$ cat config.mk
export PLATFORM = sky130hd
export DESIGN_NAME = sysctl_regfile
export DESIGN_NICKNAME = d
export VERILOG_FILES = /design/src/rtl/sysctl_pkg.sv /design/src/rtl/sysctl_wdecode.sv /design/src/rtl/sysctl_field_reg.sv /design/src/rtl/sysctl_mode_ctrl.sv /design/src/rtl/sysctl_rd_mux.sv /design/src/rtl/sysctl_regfile.sv
export SDC_FILE = /design/constraint.sdc
export NUM_CORES = 1
export LEC_CHECK = 0
export CAP_MARGIN = 20
export CORE_ASPECT_RATIO = 0.8
export CORE_MARGIN = 8
export CORE_UTILIZATION = 40
export CTS_CLUSTER_SIZE = 10
export DETAILED_ROUTE_END_ITERATION = 6
export RECOVER_POWER = 100
export SLEW_MARGIN = 20
export SYNTH_ARGS = -nofsm -noshare
export SYNTH_HDL_FRONTEND = slang
export SYNTH_SLANG_ARGS = --single-unit
$ cat constraint.sdc
create_clock -name clk -period 2.9 [get_ports clk]
set_input_delay 0.435 -clock clk [delete_from_list [all_inputs] [get_ports clk]]
set_output_delay 0.435 -clock clk [all_outputs]
set_load 0.005 [all_outputs]
$ cat src/rtl/sysctl_pkg.sv
// Shared constants and the per-slot register description for the
// system control register file. Assumes a 32-bit data path; every
// mask below is written for that width.
package sysctl_pkg;

    localparam int DW     = 32;
    localparam int RNUM_W = 5;
    localparam int SEL_W  = 3;
    localparam int HWI_W  = 6;
    localparam int HWI_LSB = 10;
    localparam int NSLOT  = 21;

    // Register numbers with behaviour beyond masked storage
    localparam logic [RNUM_W-1:0] REG_RANDOM = 5'd1;
    localparam logic [RNUM_W-1:0] REG_EHI    = 5'd10;
    localparam logic [RNUM_W-1:0] REG_STATUS = 5'd12;
    localparam logic [RNUM_W-1:0] REG_CAUSE  = 5'd13;
    localparam logic [RNUM_W-1:0] REG_PRID   = 5'd15;
    localparam logic [RNUM_W-1:0] REG_CONFIG = 5'd16;
    localparam logic [RNUM_W-1:0] REG_LLADDR = 5'd17;
    localparam logic [RNUM_W-1:0] REG_DEBUG  = 5'd23;
    localparam logic [RNUM_W-1:0] REG_TAG    = 5'd28;

    // Slot positions of registers the rest of the block looks into
    localparam int SL_EHI    = 7;
    localparam int SL_STATUS = 9;
    localparam int SL_CAUSE  = 10;
    localparam int SL_CFG0   = 12;
    localparam int SL_LLADDR = 13;
    localparam int SL_DEBUG  = 16;

    // Flag bit positions
    localparam int UM_BIT  = 4;
    localparam int ERL_BIT = 2;
    localparam int EXL_BIT = 1;
    localparam int IE_BIT  = 0;
    localparam int DM_BIT  = 30;
    localparam int LL_SHIFT = 4;

    // Register number stored in each slot (all slots use select 0)
    function automatic logic [RNUM_W-1:0] slot_reg(input int idx);
        case (idx)
            0:  slot_reg = 5'd0;
            1:  slot_reg = 5'd2;
            2:  slot_reg = 5'd3;
            3:  slot_reg = 5'd4;
            4:  slot_reg = 5'd5;
            5:  slot_reg = 5'd6;
            6:  slot_reg = 5'd9;
            7:  slot_reg = 5'd10;
            8:  slot_reg = 5'd11;
            9:  slot_reg = 5'd12;
            10: slot_reg = 5'd13;
            11: slot_reg = 5'd14;
            12: slot_reg = 5'd16;
            13: slot_reg = 5'd17;
            14: slot_reg = 5'd18;
            15: slot_reg = 5'd19;
            16: slot_reg = 5'd23;
            17: slot_reg = 5'd24;
            18: slot_reg = 5'd28;
            19: slot_reg = 5'd30;
            default: slot_reg = 5'd31;
        endcase
    endfunction

    // Bits a write may change in each slot; the rest are preserved
    function automatic logic [DW-1:0] slot_take(input int idx);
        case (idx)
            0:  slot_take = 32'h0000_000F;
            1:  slot_take = 32'h3FFF_FFFF;
            2:  slot_take = 32'h3FFF_FFFF;
            3:  slot_take = 32'h007F_FFF0;
            4:  slot_take = 32'h01FF_E000;
            5:  slot_take = 32'h0000_000F;
            7:  slot_take = 32'hFFFF_E0FF;
            9:  slot_take = 32'hFA78_FF01;
            10: slot_take = 32'h0000_0300;
            12: slot_take = 32'h0000_0001;
            15: slot_take = 32'h40FF_0FF8;
            16: slot_take = 32'h1330_0120;
            18: slot_take = 32'hFFFF_FCF6;
            default: slot_take = 32'hFFFF_FFFF;
        endcase
    endfunction

endpackage

$ cat src/rtl/sysctl_wdecode.sv
// Move-to decoder: turns register number and select into one write
// strobe per storage slot. Assumes every slot lives at select 0, so a
// nonzero select never produces a strobe.
module sysctl_wdecode
    import sysctl_pkg::*;
(
    input  logic              wr_en,
    input  logic [RNUM_W-1:0] wr_reg,
    input  logic [SEL_W-1:0]  wr_sel,
    output logic [NSLOT-1:0]  slot_we
);

    logic sel_zero;

    // Only select 0 reaches any stored register
    assign sel_zero = (wr_sel == '0);

    for (genvar gi = 0; gi < NSLOT; gi++) begin : g_dec
        // One strobe per slot when the register number matches
        assign slot_we[gi] = wr_en && sel_zero && (wr_reg == slot_reg(gi));
    end

endmodule

$ cat src/rtl/sysctl_field_reg.sv
// One masked control register: on a write, bits set in TAKE come from
// the data and all other bits keep their stored value. Reset loads RST.
module sysctl_field_reg #(
    parameter int          W    = 32,
    parameter logic [W-1:0] TAKE = '1,
    parameter logic [W-1:0] RST  = '0
) (
    input  logic         clk,
    input  logic         rst_n,
    input  logic         we,
    input  logic [W-1:0] d,
    output logic [W-1:0] q
);

    // Masked merge of new data into the stored word
    always_ff @(posedge clk) begin
        if (!rst_n)
            q <= RST;
        else if (we)
            q <= (q & ~TAKE) | (d & TAKE);
    end

endmodule

$ cat src/rtl/sysctl_mode_ctrl.sv
// Mode flags, hard-interrupt request and translation flush request.
// Assumes the caller passes the pre-write Status IE bit, the pre-write
// EntryHi identifier and the registered Cause interrupt byte.
module sysctl_mode_ctrl
    import sysctl_pkg::*;
(
    input  logic        clk,
    input  logic        rst_n,
    input  logic        st_we,
    input  logic        dbg_we,
    input  logic        ehi_we,
    input  logic [15:0] wd_low,
    input  logic        wd_dm,
    input  logic        ie_old,
    input  logic [7:0]  asid_old,
    input  logic [7:0]  cause_im,
    output logic        user_mode,
    output logic        exl_mode,
    output logic        erl_mode,
    output logic        debug_mode,
    output logic        hard_irq,
    output logic        tlb_flush
);

    logic       ie_new;
    logic       irq_pend;
    logic       irq_raise;
    logic       irq_drop;

    // Qualification terms for an interrupt-enable change
    always_comb begin
        ie_new    = wd_low[IE_BIT];
        irq_pend  = |(wd_low[15:8] & cause_im);
        irq_raise = ie_new && !ie_old && !wd_low[EXL_BIT] && !wd_low[ERL_BIT]
                    && !debug_mode && irq_pend;
        irq_drop  = !ie_new && ie_old;
    end

    // Mode flags follow Status and Debug writes
    always_ff @(posedge clk) begin
        if (!rst_n) begin
            user_mode  <= 1'b0;
            exl_mode   <= 1'b0;
            erl_mode   <= 1'b0;
            debug_mode <= 1'b0;
        end else begin
            if (st_we) begin
                user_mode <= wd_low[UM_BIT];
                exl_mode  <= wd_low[EXL_BIT];
                erl_mode  <= wd_low[ERL_BIT];
            end
            if (dbg_we)
                debug_mode <= wd_dm;
        end
    end

    // Hard-interrupt request set or cleared only by Status writes
    always_ff @(posedge clk) begin
        if (!rst_n)
            hard_irq <= 1'b0;
        else if (st_we && irq_raise)
            hard_irq <= 1'b1;
        else if (st_we && irq_drop)
            hard_irq <= 1'b0;
    end

    // One-cycle flush pulse on an identifier change
    always_ff @(posedge clk) begin
        if (!rst_n)
            tlb_flush <= 1'b0;
        else
            tlb_flush <= ehi_we && (wd_low[7:0] != asid_old);
    end

endmodule

$ cat src/rtl/sysctl_rd_mux.sv
// Move-from multiplexer: picks the stored slot for a select-0 access,
// overlays live flags and constant registers, and returns zero for
// anything unimplemented or any invalid select.
module sysctl_rd_mux
    import sysctl_pkg::*;
#(
    parameter int          RAND_W   = 4,
    parameter logic [31:0] PRID_VAL = 32'h0001_8000,
    parameter logic [31:0] CFG1_VAL = 32'h1E19_0C8A
) (
    input  logic [RNUM_W-1:0]        rd_reg,
    input  logic [SEL_W-1:0]         rd_sel,
    input  logic [NSLOT-1:0][DW-1:0] slot_q,
    input  logic [RAND_W-1:0]        random_idx,
    input  logic [HWI_W-1:0]         hw_q,
    input  logic                     um,
    input  logic                     dm,
    output logic [DW-1:0]            rd_data
);

    // Read selection with per-register overlays
    always_comb begin
        rd_data = '0;
        if (rd_sel == '0) begin
            for (int i = 0; i < NSLOT; i++)
                if (rd_reg == slot_reg(i))
                    rd_data = slot_q[i];
            case (rd_reg)
                REG_RANDOM: rd_data = {{(DW-RAND_W){1'b0}}, random_idx};
                REG_PRID:   rd_data = PRID_VAL;
                REG_STATUS: rd_data = slot_q[SL_STATUS] | (DW'(um) << UM_BIT);
                REG_CAUSE:  rd_data = slot_q[SL_CAUSE] | (DW'(hw_q) << HWI_LSB);
                REG_LLADDR: rd_data = slot_q[SL_LLADDR] >> LL_SHIFT;
                REG_DEBUG:  rd_data = slot_q[SL_DEBUG] | (DW'(dm) << DM_BIT);
                default:    ;
            endcase
        end else if (rd_reg == REG_CONFIG && rd_sel == SEL_W'(1)) begin
            rd_data = CFG1_VAL;
        end
    end

endmodule

$ cat src/rtl/sysctl_regfile.sv
// Top of the system control register file. Instantiates one masked
// register per storage slot, samples the external interrupt lines,
// and ties in the mode controller and the read multiplexer.
// Assumes writes and reads are single-cycle and never stalled.
module sysctl_regfile
    import sysctl_pkg::*;
#(
    parameter int          RAND_W   = 4,
    parameter logic [31:0] PRID_VAL = 32'h0001_8000,
    parameter logic [31:0] CFG1_VAL = 32'h1E19_0C8A,
    parameter logic [31:0] CFG0_RST = 32'h8000_8082
) (
    input  logic              clk,
    input  logic              rst_n,
    input  logic              wr_en,
    input  logic [RNUM_W-1:0] wr_reg,
    input  logic [SEL_W-1:0]  wr_sel,
    input  logic [DW-1:0]     wr_data,
    input  logic [RNUM_W-1:0] rd_reg,
    input  logic [SEL_W-1:0]  rd_sel,
    output logic [DW-1:0]     rd_data,
    input  logic [HWI_W-1:0]  hw_irq,
    input  logic [RAND_W-1:0] random_idx,
    output logic              hard_irq,
    output logic              user_mode,
    output logic              exl_mode,
    output logic              erl_mode,
    output logic              debug_mode,
    output logic              tlb_flush
);

    logic [NSLOT-1:0]         slot_we;
    logic [NSLOT-1:0][DW-1:0] slot_q;
    logic [HWI_W-1:0]         hw_q;
    logic [7:0]               cause_im;

    sysctl_wdecode u_dec (
        .wr_en   (wr_en),
        .wr_reg  (wr_reg),
        .wr_sel  (wr_sel),
        .slot_we (slot_we)
    );

    for (genvar gi = 0; gi < NSLOT; gi++) begin : g_slot
        // Config is the only slot with a nonzero reset word
        localparam logic [DW-1:0] RST_V = (gi == SL_CFG0) ? CFG0_RST : '0;
        sysctl_field_reg #(
            .W    (DW),
            .TAKE (slot_take(gi)),
            .RST  (RST_V)
        ) u_reg (
            .clk   (clk),
            .rst_n (rst_n),
            .we    (slot_we[gi]),
            .d     (wr_data),
            .q     (slot_q[gi])
        );
    end

    // Sample external interrupt lines into the Cause pending field
    always_ff @(posedge clk) begin
        if (!rst_n)
            hw_q <= '0;
        else
            hw_q <= hw_irq;
    end

    // Cause interrupt byte as seen by the qualification logic
    assign cause_im = {hw_q, slot_q[SL_CAUSE][9:8]};

    sysctl_mode_ctrl u_mode (
        .clk        (clk),
        .rst_n      (rst_n),
        .st_we      (slot_we[SL_STATUS]),
        .dbg_we     (slot_we[SL_DEBUG]),
        .ehi_we     (slot_we[SL_EHI]),
        .wd_low     (wr_data[15:0]),
        .wd_dm      (wr_data[DM_BIT]),
        .ie_old     (slot_q[SL_STATUS][IE_BIT]),
        .asid_old   (slot_q[SL_EHI][7:0]),
        .cause_im   (cause_im),
        .user_mode  (user_mode),
        .exl_mode   (exl_mode),
        .erl_mode   (erl_mode),
        .debug_mode (debug_mode),
        .hard_irq   (hard_irq),
        .tlb_flush  (tlb_flush)
    );

    sysctl_rd_mux #(
        .RAND_W   (RAND_W),
        .PRID_VAL (PRID_VAL),
        .CFG1_VAL (CFG1_VAL)
    ) u_rd (
        .rd_reg     (rd_reg),
        .rd_sel     (rd_sel),
        .slot_q     (slot_q),
        .random_idx (random_idx),
        .hw_q       (hw_q),
        .um         (user_mode),
        .dm         (debug_mode),
        .rd_data    (rd_data)
    );

endmodule

# Yosys cells after proc, flatten, opt, wreduce, memory -nomap -nowiden
# Cells that the tools add are included.
# word_totals
register_bits	684
inputBits	61
wordCells	184
# op_classes
eq_ne	50
muxes	47
n_bitwise	17
n_reduce_logical	42
# op_table
op	count
$mux W32	22
$pmux W32 S6	1
$eq A5 B5 Y1	21
$mux W5	21
$or A32 B30 Y32	2
$or A32 B31 Y32	2
$or A32 B4 Y32	2
$eq A5 B5 Y1 const B	12
$eq A5 B4 Y1 const B	9
$logic_and A1 B1 Y1	32
$or A10 B32 Y32	1
$or A13 B32 Y32	1
$or A27 B32 Y32	1
$or A32 B1 Y32	1
$or A32 B10 Y32	1
$or A32 B16 Y32	1
$or A32 B23 Y32	1
$or A32 B25 Y32	1
$or A32 B29 Y32	1
$or A32 B5 Y32	1
$mux W29	1
$eq A5 B3 Y1 const B	3
$eq A5 B2 Y1 const B	2
$and A8 B8 Y8	1
9 further kinds	15

# Longest topological paths before layout
# Gate-level depths: netlist of run 1.
# logic_depth
word_depth	26
mapped_depth	10

# Hierarchy
# Synthesis of run 1 repeated with hierarchy kept, for this count alone.
# unflattened
hier_cells	3027
hier_area_um2	27910.5
# modules_own_cells
module	instances	cells_per_inst	area_each_um2	seq_area_each_um2
sysctl_field_reg at g_slot[11].u_reg ...	8	103	1243.7	640.6
sysctl_rd_mux	1	1244	7812.5	0.0
sysctl_field_reg at g_slot[1].u_reg ...	2	100	1189.9	600.6
sysctl_field_reg at g_slot[3].u_reg ...	2	74	825.8	380.4
sysctl_field_reg at g_slot[18].u_reg	1	94	1108.6	560.5
sysctl_field_reg at g_slot[7].u_reg	1	92	1079.8	540.5
sysctl_field_reg at g_slot[15].u_reg	1	72	797.0	360.3
sysctl_field_reg at g_slot[0].u_reg ...	2	42	370.4	80.1
sysctl_field_reg at g_slot[4].u_reg	1	59	604.3	240.2
sysctl_field_reg at g_slot[16].u_reg	1	48	456.7	140.1
sysctl_mode_ctrl	1	39	354.1	120.1
sysctl_field_reg at g_slot[10].u_reg	1	37	301.5	40.0
sysctl_field_reg at g_slot[12].u_reg	1	36	276.5	20.0
sysctl_wdecode	1	38	240.2	0.0
sysctl_regfile	1	12	157.7	120.1

# Worst setup path after synthesis of run 1
# No wires, ideal clock.
# synth_path
path_kind	input port to output port
startpoint	input rd_reg[3]
endpoint	output rd_data[3]
arrival_time_ps	1971
setup_slack_ps	494
stages	9
n_path_buf	3
cell_sequence	buf_2 -> buf_6 -> buf_6 -> nor2_2 -> nand2_1 -> o32ai_1 -> o21ai_0 -> a211o_1 -> a22oi_1
# synth_between
elab_chain_cells	24
elab_cells_between_ends	53
# synth_rtl
item	line_no	text
from (decl)	sysctl_regfile.sv:19	input logic [RNUM_W-1:0] rd_reg,
$eq A5 B5 Y1	sysctl_rd_mux.sv:26	if (rd_reg == slot_reg(i))
$mux W32 (21 in series)	sysctl_rd_mux.sv:26	
$pmux W32 S6	sysctl_rd_mux.sv:28	case (rd_reg)
$mux W32 (*)	sysctl_rd_mux.sv:24	if (rd_sel == '0) begin
to (decl)	sysctl_regfile.sv:21	output logic [DW-1:0] rd_data,
# Mark *: on every way between the ends. The rest lies on a longest branch, timed or not.

# Worst setup path after layout of run 1
# layout_path
startpoint	input rd_reg[4]
endpoint	output rd_data[0]
# layout_between
elab_chain_cells	24
elab_cells_between_ends	50
# layout_rtl
item	line_no
$eq A5 B5 Y1	sysctl_rd_mux.sv:26
$mux W32 (21 in series)	sysctl_rd_mux.sv:26
$pmux W32 S6 (*)	sysctl_rd_mux.sv:28
$mux W32 (*)	sysctl_rd_mux.sv:24
# Marked as above.

==> impl_metrics.py, run 1 <==
metrics = {
    "synth": {
        "synthesis.instances": 2835,
        "postSynthNetCount": 2896,
        "yosys_warnings": 0,
        "xor_and_xnor_fraction_of_the_mapped_netlist_area_pct": 0.306,
        "dominantRegCellSynth": "sky130_fd_sc_hd__dfxtp_1",
        "synth_top_family_by_area": "compound AO/OA/AOI/OAI gates",
        "synth-compound-area-share_pct": 24.5,
        "flop_and_latch_count_out_of_synthesis": 465,
        "async_set_or_reset_register_ratio_after_synthesis_pct": 0,
        "proportion_of_synthesized_chip_area_in_sequential_cells_pct": 40.6,
        "ys_top_cells_by_area": "sky130_fd_sc_hd__dfxtp_1 41%, sky130_fd_sc_hd__nand2_1 12%, sky130_fd_sc_hd__a21boi_0 11%, sky130_fd_sc_hd__mux2i_1 6.2%, sky130_fd_sc_hd__nor2b_1 3.4%",
        "post_synthesis_average_cell_area_um2": 8.08,
        "ys_types": 92,
        "netlist.top_cell.by_area": "sky130_fd_sc_hd__dfxtp_1",
        "synth_edf_count": 0,
        "fraction_of_the_mapped_netlist_area_in_adder_cells_pct": 0,
        "post-synth-top-area-fraction_pct": 40.6,
        "syn-cell-area_um2": 22900,
        "synthMuxAreaShare_pct": 6.89,
        "synth_simple_gate_area_share_pct": 22.3,
    },
    "clocking": {
        "cts_tree": "done",
        "clock-sinks": 465,
        "tritoncts.num_buffers": 54,
        "clock_tree.buffer_depth": 3,
        "cts.htree.levels": 2,
        "clk_latency_ps": 610,
        "cts.root.buffer_cell": "sky130_fd_sc_hd__clkbuf_16",
        "clk_pin_slew_worst_paths_ps": 50,
    },
    "global_route": {
        "grtUsageMet3_pct": 7.02,
        "global_route.overflow_total": 0,
        "antenna_found_initial": 1,
        "grt_first_pass_wirelength_um": 158000,
        "met2_usage_in_global_routing_pct": 48.1,
        "gr-max-usage-layer": "met2",
        "globalRouteMet1Util_pct": 45.6,
        "first_global_vias": 22600,
        "grtUsageTotal_pct": 32.0,
        "largest_net_degree_at_the_start_of_global_routing": 110,
    },
    "sta": {
        "fmaxAchievable_ghz": 0.339,
        "timing_hold_violations_final": 0,
        "worst_slack_ps": -52.1,
        "timing.clock.skew_ps": 12.0,
        "slew_limit_headroom_pct": -48.9,
        "final_period_minus_worst_setup_slack_ps": 2950,
        "period_share_pct": 102,
        "holdWs_ps": 435,
        "setup-tns-final_ps": -139,
        "rsz0062_at_grt": "yes",
        "final_max_slew_viol_count": 109,
        "report.final.setup_viol": 5,
        "tightest_slew_ps": 2230,
    },
    "die": {
        "dieArea_um2": 65300,
        "die_x_um": 284,
        "coreArea_um2": 56700,
        "core.rowCount": 78,
        "die_h_um": 230,
        "num_io_pins": 99,
        "initial_utilization_pct": 40.4,
    },
    "power": {
        "finalPower_mw": 14.3,
        "ir_worst_vdd_mv": 0.445,
        "leakagePower_nw": 10.8,
        "power_density_nw_per_um2": 475,
    },
    "placed_design": {
        "placer_congestion_estimate": 0.999,
        "dpl.hpwl_um": 77600,
        "buffer_ports.inserted": 98,
        "dpl.cell_count": 3840,
        "detailed_place.area_um2": 27200,
        "pre_cts_slack_ps": -909,
    },
    "layout": {
        "stdcell_area_um2": 30200,
        "final_core_util_pct": 53.3,
        "design.final.nets": 3244,
        "layout.cells.non_filler": 3958,
        "flow.area_growth_from_synthesis_pct": 31.8,
        "diodes": 0,
        "layout-drive-gt1-share_pct": 23.7,
    },
    "routing": {
        "drt_pass1_iterations": 6,
        "num_vias": 23700,
        "post_drt_wl_per_cell_um": 27.6,
        "vias_per_cell": 5.99,
        "initialDrtViolationCount": 2897,
        "drc": 0,
        "ant_nets": 0,
        "totalWireLength_um": 109000,
    },
    "critical_path": {
        "setup.worst_path.class": "in -> out",
        "critical_path_arrival_ps": 2520,
        "startpoint_type": "input pin",
        "cp.required_ps": 2470,
        "critical_path.endpoint_type": "output pin",
        "cp_max_fo": 16,
    },
    "outcome": {
        "run_status": "finished with violations",
        "failed_checks": "max-capacitance violations, max-slew violations, negative setup slack",
    },
    "job": {
        "max_cap_violations": 1,
    },
    "hold_path": {
        "worst_hold_path_type": "in -> reg",
    },
}
[worst max-delay path: stages]
cell and delay (ps):
sky130_fd_sc_hd__buf_6 110, sky130_fd_sc_hd__buf_4 210, sky130_fd_sc_hd__nor2_2 150, sky130_fd_sc_hd__nand2_1 130, sky130_fd_sc_hd__buf_4 160, sky130_fd_sc_hd__nor3_1 190, sky130_fd_sc_hd__o21a_1 340, sky130_fd_sc_hd__o221ai_1 190
sky130_fd_sc_hd__a211oi_2 330, sky130_fd_sc_hd__clkdlybuf4s15_1 260
[what timing repair did]
| item | in CTS | in global routing |
|---|---|---|
| cloned | 2 | 1 |
| buffers inserted | 41 | 19 |
| hold buffers | 0 | 0 |
| pin swaps | 81 | 64 |
| gates resized for setup | 332 | 94 |
| endpoints found under the hold margin | 0 | 0 |
| endpoints found under the setup margin | 32 | 27 |
[registers in the layout, indices dropped and copies added (netlist names)]
name               cells
g_slot.u_reg.q       453
hw_q                   6
u_mode.debug_mode      1
u_mode.erl_mode        1
u_mode.exl_mode        1
u_mode.hard_irq        1
u_mode.tlb_flush       1
u_mode.user_mode       1
[Yosys cell counts (all sizes together) (6+ instances only)]
master	instances
a211o	7
a211oi	12
a21boi	346
a21o	9
a21oi	111
a221o	12
a221oi	22
a222oi	8
a22o	6
a22oi	38
a31oi	15
and2	9
buf	101
clkbuf	168
dfxtp	465
inv	8
mux2	14
mux2i	142
nand2	765
nand2b	21
nand3	23
nand3b	7
nand4	10
nor2	84
nor2b	126
nor3	30
nor3b	8
o211ai	14
o21a	6
o21ai	80
o221ai	18
o22ai	45
or2	8
or3	8
xnor2	8
[metal layers]
| metal | part of all wire, % | vias to the layer above | wire length [um] |
|---|---|---|---|
| met1 | 43 | 11600 | 47500 |
| met3 | 11 | 239 | 12300 |
| met5 | 0 | - | 0 |
| met2 | 42 | 1347 | 45900 |
| met4 | 3.2 | 0 | 3500 |
| li1 | - | 10500 | - |
[worst paths after layout]
check / endpoint / slack (ps) / startpoint / cells after the start
min: hw_q[3] / 440 / hw_irq[3] / 2
max reg2reg: u_mode.hard_irq / 1490 / hw_q[3] / 4
min reg2reg: g_slot[19].u_reg.q[28] / 450 / g_slot[19].u_reg.q[28] / 2
max: rd_data[0] / -50 / rd_reg[4] / 10
[cell families (layout without fill, tap and decap cells)]
group           count (synthesis)  after routing
flops                         465            465
buf+inv                       277            640
compound gates                796            796
simple gates                 1133           1133
mux                           156            156
xor+xnor                        8              8
[placed cells by master (no fill, tap or decap), drive strengths merged, types with 7 or more instances in the layout]
| cell | instances |
|---|---|
| o211ai | 14 |
| a31oi | 15 |
| a221oi | 22 |
| mux2i | 142 |
| o22ai | 45 |
| buf | 440 |
| nor2b | 126 |
| a211o | 7 |
| a21oi | 111 |
| nor3 | 30 |
| clkbuf | 113 |
| or2 | 8 |
| nand4 | 10 |
| nand2b | 21 |
| nand3b | 7 |
| o221ai | 18 |
| a21boi | 346 |
| a222oi | 8 |
| a221o | 12 |
| and2 | 9 |
| o21ai | 80 |
| dfxtp | 465 |
| xnor2 | 8 |
| nand3 | 23 |
| nor3b | 8 |
| clkdlybuf4s50 | 52 |
| a22oi | 38 |
| nand2 | 765 |
| mux2 | 14 |
| or3 | 8 |
| dlygate4sd2 | 12 |
| a21o | 9 |
| nor2 | 84 |
| inv | 7 |
| a211oi | 12 |
[power breakdown]
group / internal, mW / leakage (nW) / switching (mW) / total, mW
clock network: 3.52 / 0.735 / 2.70 / 6.22
logic: 0.708 / 6.31 / 0.996 / 1.70
registers: 6.40 / 3.75 / 0.0175 / 6.42
total: 10.6 / 10.8 / 3.72 / 14.3
[final cells by class]
type | count | area (um^2)
Fill cell | 5256 | 26500
Clock buffer | 69 | 1490
Sequential cell | 465 | 9320
Timing Repair Buffer | 561 | 4900
Multi-Input combinational cell | 2093 | 13500
Clock inverter | 2 | 16.3
Tap cell | 760 | 951
Inverter | 8 | 40.0
Note: power is estimated with default switching activity, not from simulation.
==> run 2, diff against run 1 <==
--- a/config.mk
+++ b/config.mk
@@ -6,7 +6,6 @@
 export NUM_CORES = 1
 export LEC_CHECK = 0
 export CAP_MARGIN = 20
-export CORE_ASPECT_RATIO = 0.8
 export CORE_MARGIN = 8
 export CORE_UTILIZATION = 40
 export CTS_CLUSTER_SIZE = 10
==> run 2 against run 1 <==
Compared with the run above:
- the run ends with design-rule violations, max-capacitance violations, max-slew violations left
- utilization grew 0.24 points
- hold slack lost 32 ps
- first-iteration DRC count down 11%
- register-to-register slack lost 160 ps
- wire length decreased by 3.0%
- count of clock-buffer cells in the layout rose by 4
- worst setup slack better by 55 ps
- sequential cell count unchanged
- power is 1.9% higher
- clock skew barely moved
- non-clock buffer count decreased by 3
- clock power increased by 5.0%
- largest power group is now clock
==> impl_metrics.py, run 2 (synthesis gave the netlist of run 1 again) <==
metrics = {
    "sta": {
        "slew_limit_headroom_pct": -40.7,
        "timing.clock.skew_ps": 11.6,
        "tightest_slew_ps": 2110,
        "fmaxAchievable_ghz": 0.345,
        "setup-tns-final_ps": 0,
        "rsz0062_at_grt": "yes",
        "final_max_slew_viol_count": 109,
        "final_period_minus_worst_setup_slack_ps": 2900,
        "period_share_pct": 99.9,
        "timing_hold_violations_final": 0,
        "report.final.setup_viol": 0,
    },
    "layout": {
        "final_core_util_pct": 53.5,
        "largest_reg_flops": 453,
        "stdcell_area_um2": 30200,
        "final_common_cell": "sky130_fd_sc_hd__nand2_1",
        "fillers": 5268,
        "layout-drive-gt1-share_pct": 23.3,
        "layout.cells.non_filler": 3959,
        "largest_register": "g_slot.u_reg.q",
        "top_library_cells_by_usage_in_the_layout_fill_and_taps_aside": "754 x sky130_fd_sc_hd__nand2_1, 464 x sky130_fd_sc_hd__dfxtp_1, 358 x sky130_fd_sc_hd__buf_4",
        "biggestRegsByFlops": "g_slot.u_reg.q (453), hw_q (6)",
        "design.final.nets": 3242,
        "flow.area_growth_from_synthesis_pct": 32.0,
    },
    "critical_path": {
        "critical_path_buf_inv_count": 5,
        "critPathMostFrequentCell": "sky130_fd_sc_hd__buf_6",
        "path_delay_family": "compound AO/OA/AOI/OAI gates",
        "crit_chain": "buf_12 > buf_6 > buf_4 > nor2b_2 > o21ai_2 > a21oi_2 > buf_6 > o221ai_1 > a31oi_1 > o21a_1 > dlygate4sd2_1",
        "cp_max_fo": 8,
        "cp_slowest_stage_delay_ps": 260,
        "setup.worst_path.class": "in -> out",
        "startpoint_type": "input pin",
        "worst_path_max_delay_cell": "sky130_fd_sc_hd__dlygate4sd2_1",
        "cp.required_ps": 2470,
        "critical_path.endpoint_type": "output pin",
        "critical_path_arrival_ps": 2460,
    },
    "clocking": {
        "clock_tree.buffer_depth": 3,
        "clock-sinks": 465,
        "clk_pin_slew_worst_paths_ps": 60,
        "tritoncts.num_buffers": 55,
        "cts.htree.levels": 2,
        "clk_latency_ps": 620,
        "cts_tree": "done",
        "cts.root.buffer_cell": "sky130_fd_sc_hd__clkbuf_16",
        "hold_buffers": 0,
    },
    "global_route": {
        "largest_net_degree_at_the_start_of_global_routing": 115,
        "global_route.overflow_total": 0,
        "first_global_vias": 22900,
        "grtUsageTotal_pct": 30.7,
        "antenna_found_initial": 3,
        "grt_first_pass_wirelength_um": 153000,
    },
    "placed_design": {
        "placer_congestion_estimate": 0.975,
        "buffer_ports.inserted": 98,
        "detailed_place.area_um2": 27200,
        "dpl.cell_count": 3832,
        "dpl.hpwl_um": 73700,
    },
    "routing": {
        "initialDrtViolationCount": 2564,
        "ant_nets": 0,
        "drc": 1,
        "vias_per_cell": 5.95,
        "totalWireLength_um": 106000,
        "post_drt_wl_per_cell_um": 26.7,
        "drt_pass1_iterations": 7,
        "num_vias": 23600,
    },
    "power": {
        "finalPower_mw": 14.6,
        "leakagePower_nw": 10.8,
        "ir_worst_vdd_mv": 0.401,
        "power_density_nw_per_um2": 483,
    },
    "die": {
        "core.rowCount": 87,
        "initial_utilization_pct": 40.6,
        "dieArea_um2": 65200,
        "die_x_um": 255,
        "coreArea_um2": 56500,
        "num_io_pins": 99,
        "die_h_um": 255,
    },
    "hold_path": {
        "worst_hold_path_type": "in -> reg",
    },
    "job": {
        "max_cap_violations": 1,
    },
    "outcome": {
        "run_status": "finished with violations",
        "failed_checks": "design-rule violations, max-capacitance violations, max-slew violations",
    },
}
## run 2: changes by cell type in the layout (fill, tap and decap cells not counted), moves of 4 or more
cell | before | now
sky130_fd_sc_hd__a21boi_0 | 343 | 337
sky130_fd_sc_hd__a21boi_1 | 3 | 9
sky130_fd_sc_hd__a21oi_2 | 18 | 13
sky130_fd_sc_hd__buf_12 | 28 | 32
sky130_fd_sc_hd__buf_4 | 349 | 358
sky130_fd_sc_hd__clkbuf_2 | 22 | 13
sky130_fd_sc_hd__dfxtp_1 | 459 | 464
sky130_fd_sc_hd__dfxtp_2 | 6 | 1
sky130_fd_sc_hd__nand2_2 | 5 | 9
sky130_fd_sc_hd__nand3_2 | 4 | 0
sky130_fd_sc_hd__o21ai_0 | 51 | 57
## run 2: metal layers
metal	track usage, %	vias to the layer above	part of all wire (%)
li1	-	10500	-
met2	47.9	1290	44
met5	0	-	0
met1	40.0	11500	41
met4	16.6	0	6.2
met3	5.23	321	9.0
## run 2: report_power, final
group / switching (mW) / leakage [nW] / internal (mW) / total, mW
logic: 0.967 / 6.30 / 0.705 / 1.67
clock network: 2.76 / 0.791 / 3.77 / 6.53
registers: 0.00841 / 3.75 / 6.40 / 6.41
## run 2: metrics by stage
stage,setup WS [ps],hold slack [ps]
2_1_floorplan,494,432
3_3_place_gp,-819,437
3_5_place_dp,-768,446
4_1_cts,-92.4,326
5_1_grt,-43.3,423
6_report,3.10,404
## run 2: path summary, 6_finish.rpt
| kind | from | to | slack [ps] | cells past startpoint |
|---|---|---|---|---|
| worst max register to register | g_slot[10].u_reg.q[8] | u_mode.hard_irq | 1330 | 4 |
| worst min register to register | g_slot[14].u_reg.q[21] | g_slot[14].u_reg.q[21] | 460 | 2 |
| worst min-delay path | hw_irq[2] | hw_q[2] | 400 | 2 |
| worst max-delay path | rd_reg[0] | rd_data[21] | 3 | 11 |
## run 2: final cells by class
class	count	area [um^2]	area share [%]
antenna	2	5.00	0.0165
clock buffer	73	1560	5.15
clock inverter	4	62.6	0.207
inverter	8	37.5	0.124
multi-input combinational	2093	13400	44.2
sequential	465	9310	30.8
tap	756	946	3.13
timing repair buffer	558	4960	16.4
## run 2: timing repair
item,in CTS,in global routing
resized for setup,296,88
pin swaps,64,44
setup endpoints to repair,32,30
setup buffers,33,16
gates cloned,3,0
